<file path="src/rtl/bxr_pkg.sv">
package bxr_pkg;
  typedef enum logic [1:0] {
    DRV_NONE = 2'd0,
    DRV_A    = 2'd1,
    DRV_B    = 2'd2
  } drive_e;
endpackage

</file>
<file path="src/rtl/bxr_capture.sv">
module bxr_capture #(
  parameter int W = 8
) (
  input  logic         clk_i,
  input  logic         rst_ni,
  input  logic         strobe_i,
  input  logic [W-1:0] d_i,
  output logic [W-1:0] q_o
);
  logic         strobe_q;
  logic         rise;
  logic [W-1:0] data_q;

  assign rise = strobe_i & ~strobe_q;
  assign q_o  = data_q;

  always_ff @(posedge clk_i or negedge rst_ni) begin
    if (!rst_ni) begin
      strobe_q <= 1'b0;
      data_q   <= '0;
    end else begin
      strobe_q <= strobe_i;
      if (rise) data_q <= d_i;
    end
  end

  AST_LOAD_ON_RISE: assert property (@(posedge clk_i) disable iff (!rst_ni)
    (strobe_i && !strobe_q) |=> (q_o == $past(d_i)));

  AST_HOLD_NO_RISE: assert property (@(posedge clk_i) disable iff (!rst_ni)
    !(strobe_i && !strobe_q) |=> $stable(q_o));
endmodule

</file>
<file path="src/rtl/bxr_route.sv">
module bxr_route
  import bxr_pkg::*;
(
  input  logic   oe_ni,
  input  logic   dir_i,
  output drive_e drive_o
);
  always_comb begin
    if (oe_ni)      drive_o = DRV_NONE;
    else if (dir_i) drive_o = DRV_B;
    else            drive_o = DRV_A;
  end
endmodule

</file>
<file path="src/rtl/bxr_out_sel.sv">
module bxr_out_sel #(
  parameter int W = 8
) (
  input  logic         en_i,
  input  logic         use_stored_i,
  input  logic [W-1:0] live_i,
  input  logic [W-1:0] stored_i,
  output logic [W-1:0] data_o
);
  always_comb begin
    if (!en_i)             data_o = '0;
    else if (use_stored_i) data_o = stored_i;
    else                   data_o = live_i;
  end
endmodule

</file>
<file path="src/rtl/bxr_xcvr.sv">
module bxr_xcvr
  import bxr_pkg::*;
#(
  parameter int DATA_W = 8
) (
  input  logic              clk_i,
  input  logic              rst_ni,
  input  logic              oe_ni,
  input  logic              dir_i,
  input  logic              cap_ab_i,
  input  logic              cap_ba_i,
  input  logic              sel_ab_i,
  input  logic              sel_ba_i,
  input  logic [DATA_W-1:0] a_i,
  output logic [DATA_W-1:0] a_o,
  output logic              a_oe_o,
  input  logic [DATA_W-1:0] b_i,
  output logic [DATA_W-1:0] b_o,
  output logic              b_oe_o
);
  drive_e            drive;
  logic [DATA_W-1:0] ab_q;
  logic [DATA_W-1:0] ba_q;

  bxr_capture #(.W(DATA_W)) u_cap_ab (
    .clk_i(clk_i), .rst_ni(rst_ni), .strobe_i(cap_ab_i), .d_i(a_i), .q_o(ab_q)
  );

  bxr_capture #(.W(DATA_W)) u_cap_ba (
    .clk_i(clk_i), .rst_ni(rst_ni), .strobe_i(cap_ba_i), .d_i(b_i), .q_o(ba_q)
  );

  bxr_route u_route (.oe_ni(oe_ni), .dir_i(dir_i), .drive_o(drive));

  assign a_oe_o = (drive == DRV_A);
  assign b_oe_o = (drive == DRV_B);

  bxr_out_sel #(.W(DATA_W)) u_sel_a (
    .en_i(a_oe_o), .use_stored_i(sel_ba_i), .live_i(b_i), .stored_i(ba_q), .data_o(a_o)
  );

  bxr_out_sel #(.W(DATA_W)) u_sel_b (
    .en_i(b_oe_o), .use_stored_i(sel_ab_i), .live_i(a_i), .stored_i(ab_q), .data_o(b_o)
  );

  AST_ONE_BUS: assert property (@(posedge clk_i) disable iff (!rst_ni)
    $onehot0({a_oe_o, b_oe_o}));

  AST_ISOLATE: assert property (@(posedge clk_i) disable iff (!rst_ni)
    oe_ni |-> (!a_oe_o && !b_oe_o));

  AST_A_LIVE: assert property (@(posedge clk_i) disable iff (!rst_ni)
    (a_oe_o && !sel_ba_i) |-> (a_o == b_i));

  AST_B_LIVE: assert property (@(posedge clk_i) disable iff (!rst_ni)
    (b_oe_o && !sel_ab_i) |-> (b_o == a_i));

  AST_A_QUIET: assert property (@(posedge clk_i) disable iff (!rst_ni)
    !a_oe_o |-> (a_o == '0));

  AST_B_QUIET: assert property (@(posedge clk_i) disable iff (!rst_ni)
    !b_oe_o |-> (b_o == '0));
endmodule

</file>
<file path="config.mk">
export PLATFORM = sky130hd
export DESIGN_NAME = bxr_xcvr
export DESIGN_NICKNAME = d
export VERILOG_FILES = /design/src/rtl/bxr_pkg.sv /design/src/rtl/bxr_capture.sv /design/src/rtl/bxr_route.sv /design/src/rtl/bxr_out_sel.sv /design/src/rtl/bxr_xcvr.sv
export SDC_FILE = /design/constraint.sdc
export NUM_CORES = 1
export LEC_CHECK = 0
export BUFFER_PORTS_ARGS = -buffer_cell sky130_fd_sc_hd__buf_2
export CELL_PAD_IN_SITES_DETAIL_PLACEMENT = 1
export CELL_PAD_IN_SITES_GLOBAL_PLACEMENT = 2
export CORE_ASPECT_RATIO = 1.75
export CORE_MARGIN = 2
export CORE_UTILIZATION = 29
export DETAILED_ROUTE_END_ITERATION = 7
export GPL_TIMING_DRIVEN = 0
export PLACE_DENSITY = 0.87
export SYNTH_ARGS = -nofsm -noshare
export SYNTH_HDL_FRONTEND = slang
export SYNTH_SLANG_ARGS = --single-unit
</file>
<file path="constraint.sdc">
create_clock -name clk_i -period 1.25 [get_ports clk_i]
set_input_delay 0.25 -clock clk_i [delete_from_list [all_inputs] [get_ports clk_i]]
set_output_delay 0.25 -clock clk_i [all_outputs]
set_load 0.02 [all_outputs]
</file>
==> flow_summary.toml, run 1 <==
[outcome]
outcome = "complete, but fails checks"
violations = "setup timing"

[floorplan]
io_pins = 42
start_util = 0.300
die_x_um = 48.4
die_height_um = 81.7
rows = 28
die-area_um2 = 3950
core-area_um2 = 3330

[routing]
wl_mm = 2.40
antenna_left = 0
firstDrtPassIters = 2
drt_iter0_drc = 6
wire_per_inst_um = 13.9
route.vias.total = 766
vias_per_cell = 4.43
remaining_drc_errors = 0

[timing]
skew_ns = 0.00194
slew_headroom = 0.720
rsz0062_at_grt = "true"
fmax_ghz = 0.763
finalSetupViolations = 3
fin_hold_ws_ns = 0.146
final-hold-violation-count = 0
fin_crit_sh = 1.05
tns_ns = -0.118
finalMaxSlewViolations = 0
finalWorstPathRequiredPeriod_ns = 1.31
setup_slack_ns = -0.0604
worst_pin_slew_ns = 0.420

[cells_and_area]
layout.nets = 154
syn_to_final_growth_pct = 38.2
final_cell_count_no_fill = 173
diodes = 0
drive_gt1_frac = 0.586
num-fill-cells = 395
fin_area_um2 = 1380

[global_route]
grt_pass1_wl_mm = 3.67
first_global_vias = 805
grt_use_total = 0.123
grt_max_degree = 19
grt_overflow = 0
antenna_found_initial = 0

[power]
p_total_mw = 1.56
vdd_drop_max_mv = 0.434
leakage_nw = 0.779
p_per_area_nw_per_um2 = 1130

[place]
port_buffers = 39
gp_congestion = 0.647
placed_area_um2 = 1250
dp.cells = 162
place_hpwl_mm = 1.73

[setup_path]
path_cells = "mux2i_1 > nor2_1 > buf_2"
worstReg2RegStart = "u_cap_ab.strobe_q"
crit_fanout = 2
reg2regPathDepth = 3
arrival_ns = 1.06
critPathKind = "register to primary output"
reg2reg_slack_ns = 0.19
cp-end-kind = "primary output"
critPathMaxStageDelay_ns = 0.39
cp_data_required_time_ns = 1.00
cp-start-kind = "register"
critPathSlowestCell = "dfrtp_1"
r2r-end = "u_cap_ab.q_o[2]"

[clock_tree]
cts.sinks = 18
clock_latency_ns = 0.25
htree_levels = 1
cts.path.max_buffers = 2
numCtsBuffers = 3
cts_tree = "yes"
root_buffer = "clkbuf_8"
path_clk_slew_ns = 0.07

[synthesis]
synth_area_per_cell_um2 = 12.8
ys_seq_elements = 18
synth_compound_area_frac = 0
synth_fa_ha_area_frac = 0
synth_warnings = 0
mappedNetlistArea_um2 = 1000
synth_simple_gate_area_frac = 0.100
syn_inst = 78
yosysSeqAreaShare = 0.451
synth_xor_xnor_area_share = 0
synth.distinct_cells = 11
synth_top_family_by_area = "multiplexers"
synth_nets = 102
muxShareOfSynthArea = 0.401

[min_path]
hold_start = "cap_ab_i"
whs_endpoint = "u_cap_ab.strobe_q"
hp-class = "input port to register"
holdPathStages = 1

[flow_run]
drv_cap = 0
==> kinds of logic after synthesis <==
kind of cell	after synthesis
multiplexers	32
AND/OR/NAND/NOR	20
buffers and inverters	8
flip-flops	18
==> sequential cells by signal, indices dropped and copies added (netlist names) <==
| name | flops |
|---|---|
| u_cap_ab.q_o | 8 |
| u_cap_ab.strobe_q | 1 |
| u_cap_ba.q_o | 8 |
| u_cap_ba.strobe_q | 1 |
==> metal layers <==
metal,vias up,part of all wire,GRT usage
met5,-,0,0
met4,0,0.019,0.0686
met3,5,0.062,0.0291
met2,32,0.56,0.236
met1,369,0.36,0.121
li1,360,-,-
==> critical path, delay by kind of cell (launching register included) <==
| kind | cells | cell delay [ns] |
|---|---|---|
| buffers and inverters | 1 | 0.16 |
| AND/OR/NAND/NOR | 1 | 0.07 |
| flip-flops | 1 | 0.39 |
| multiplexers | 1 | 0.18 |
==> timing repair <==
action                     CTS  global route
buffers inserted             1             8
hold endpoints to repair    18             0
setup endpoints to repair   17            16
hold buffers                 1             0
gates resized for setup      4             4
cloned                       0             0
==> how the worst max path moves through the flow <==
stage                               start      to  slack (ns)  depth (start not counted)
final                     u_cap_ba.q_o[1]  a_o[1]       -0.06                          3
after global routing      u_cap_ba.q_o[1]  a_o[1]       -0.09                          3
after CTS                 u_cap_ba.q_o[1]  a_o[1]       -0.07                          3
after detailed placement            oe_ni  b_o[4]       -0.05                          5
after global placement              oe_ni  b_o[6]       -0.03                          5
after floorplan                     oe_ni  a_o[0]        0.09                          3
==> synthesized netlist by cell type, drive strengths merged <==
master   n  area [µm²]
or2      1        6.26
nor2    16        60.1
inv      2        7.51
buf      5        37.5
mux2    16         240
nand2b   3        33.8
dfrtp   18         450
clkbuf   1        3.75
mux2i   16         160
==> power by group <==
part	switching [mW]	internal, mW
clock network	0.189	0.214
logic	0.182	0.267
registers	0.0427	0.662
==> layout by cell type (no fill, tap or decap) <==
cell type	instances
buf_2	35
dfrtp_1	18
mux2i_1	16
nor2_1	16
mux2_4	16
buf_4	15
clkbuf_8	3
inv_1	2
nand2b_4	2
buf_6	2
nand2b_2	1
or2_4	1
dlygate4sd3_1	1
==> layout make-up <==
| cell class | instances | area [µm²] | share of cell area |
|---|---|---|---|
| buffer | 4 | 32.5 | 0.0236 |
| clock buffer | 3 | 41.3 | 0.0299 |
| inverter | 2 | 7.51 | 0.00543 |
| multi-input combinational | 52 | 505 | 0.366 |
| sequential | 18 | 450 | 0.326 |
| tap | 45 | 56.3 | 0.0408 |
| timing repair buffer | 49 | 288 | 0.208 |
==> stage by stage <==
step	worst slack [ns]	util
after floorplan	0.0858	-
after global placement	-0.0328	0.376
after detailed placement	-0.0542	0.376
after CTS	-0.0662	0.394
after global routing	-0.0913	0.415
final	-0.0604	0.415
Note: power is estimated with default switching activity, not from simulation.
==> inputs of run 2 (changes only) <==
Settings changed: PLACE_DENSITY 0.87 to 0.89, REMOVE_ABC_BUFFERS set to 1.
==> flow_summary.toml, run 2 (synthesized netlist as in run 1, its figures left out) <==
[routing]
vias_per_cell = 4.48
wl_mm = 2.35
route.vias.total = 771
antenna_left = 0
firstDrtPassIters = 1
remaining_drc_errors = 0
wire_per_inst_um = 13.7
drt_iter0_drc = 0

[timing]
final-hold-violation-count = 0
finalSetupViolations = 0
fmax_ghz = 0.802
finalWorstPathRequiredPeriod_ns = 1.25
fin_hold_ws_ns = 0.151
slew_headroom = 0.717
fin_crit_sh = 0.997
rsz0062_at_grt = "true"
skew_ns = 0.00399
setup_slack_ns = 0.00359
finalMaxSlewViolations = 0
worst_pin_slew_ns = 0.425

[place]
placed_area_um2 = 1220
place_hpwl_mm = 1.70
port_buffers = 41
pre_cts_ws_ns = -0.0546
gp_congestion = 0.678

[clock_tree]
path_clk_slew_ns = 0.07
root_buffer = "clkbuf_8"
htree_levels = 1
clock_latency_ns = 0.25
cts.path.max_buffers = 2
cts_tree = "yes"
numCtsBuffers = 3
cts.sinks = 18

[setup_path]
cp_data_required_time_ns = 1.00
cp-end-kind = "primary output"
cp-start-kind = "register"
reg2reg_slack_ns = 0.24
arrival_ns = 1.00
crit_fanout = 2
critPathKind = "register to primary output"

[global_route]
grt_max_degree = 19
grt_overflow = 0
antenna_found_initial = 0
grt_pass1_wl_mm = 3.74
grt_use_total = 0.122
first_global_vias = 774

[floorplan]
core-area_um2 = 3330
rows = 28
io_pins = 42
start_util = 0.300
die_x_um = 48.4
die-area_um2 = 3950
die_height_um = 81.7

[power]
vdd_drop_max_mv = 0.519
leakage_nw = 0.773
p_per_area_nw_per_um2 = 1130
power.share.sequential = 0.455
sw_frac_of_total = 0.262
p_switching_uw = 405
p_int_mw = 1.14
combinationalPowerShare = 0.290
p_clk_frac = 0.255

[cells_and_area]
fin_area_um2 = 1370
layout_common_cells = "buf_2, buf_4, dfrtp_1"
layout_commonest_cell = "buf_2"
syn_to_final_growth_pct = 37.2
layout.nets = 153
diodes = 0
drive_gt1_frac = 0.583

[min_path]
hp-class = "input port to register"

[outcome]
outcome = "finished clean"

[flow_run]
drv_cap = 0
-- run 2: changes by cell type in the layout (fill, tap and decap cells not counted), sizes merged --
| cell | change |
|---|---|
| buf | -1 |
-- run 2: stage by stage --
| step | TNS [ns] | power (mW) | utilization | cells |
|---|---|---|---|---|
| after global routing | -0.737 | 1.65 | 0.412 | 172 |
| after global placement | -0.266 | 1.07 | 0.367 | 158 |
| after floorplan | 0 | 0.950 | - | 72 |
| after detailed placement | -0.351 | 1.08 | 0.367 | 158 |
| after CTS | -0.0345 | 1.51 | 0.389 | 164 |
| final | 0 | 1.55 | 0.412 | 172 |
-- run 2: path summary, 6_finish.rpt --
kind,start,to,depth (start not counted)
worst max-delay path,u_cap_ab.q_o[6],b_o[6],3
worst min-delay path,cap_ab_i,u_cap_ab.strobe_q,1
worst max register to register,u_cap_ab.strobe_q,u_cap_ab.q_o[5],2
min in group asynchronous,rst_ni,u_cap_ba.q_o[4],2
max in group asynchronous,rst_ni,u_cap_ab.q_o[3],2
worst min register to register,u_cap_ab.q_o[1],u_cap_ab.q_o[1],1
-- run 2: power by group through the flow --
stage          clock network, mW  registers [mW]  logic, mW
6_report                   0.394           0.705      0.449
5_1_grt                    0.451           0.713      0.487
4_1_cts                    0.410           0.705      0.392
3_3_place_gp                   0           0.710      0.359
2_1_floorplan                  0           0.702      0.248
3_5_place_dp                   0           0.715      0.370
-- run 2: repair_timing --
item	in CTS	in global routing
hold endpoints to repair	18	0
setup buffers	2	8
hold buffers	1	0
setup endpoints to repair	11	16
pin swaps	0	4
resized for setup	3	7
-- run 2: critical path: stages (launching register included) --
cell	delay [ns]
dfrtp_1	0.40
mux2i_1	0.14
nor2_1	0.05
buf_2	0.16
-- run 2: metal layers --
| metal | vias up | GRT usage | routed length [µm] |
|---|---|---|---|
| li1 | 359 | - | - |
| met1 | 373 | 0.138 | 930 |
| met2 | 36 | 0.225 | 1240 |
| met3 | 3 | 0.0345 | 162 |
| met4 | 0 | 0.0343 | 14 |
| met5 | - | 0 | 0 |
-- run 2: area by class of cell --
| class | count | area (µm²) |
|---|---|---|
| inverters | 2 | 7.51 |
| flip-flops and latches | 18 | 450 |
| clock buffers | 3 | 41.3 |
| well taps | 45 | 56.3 |
| multi-input cells | 52 | 505 |
| repair buffers | 52 | 310 |
| fillers | 387 | 1960 |
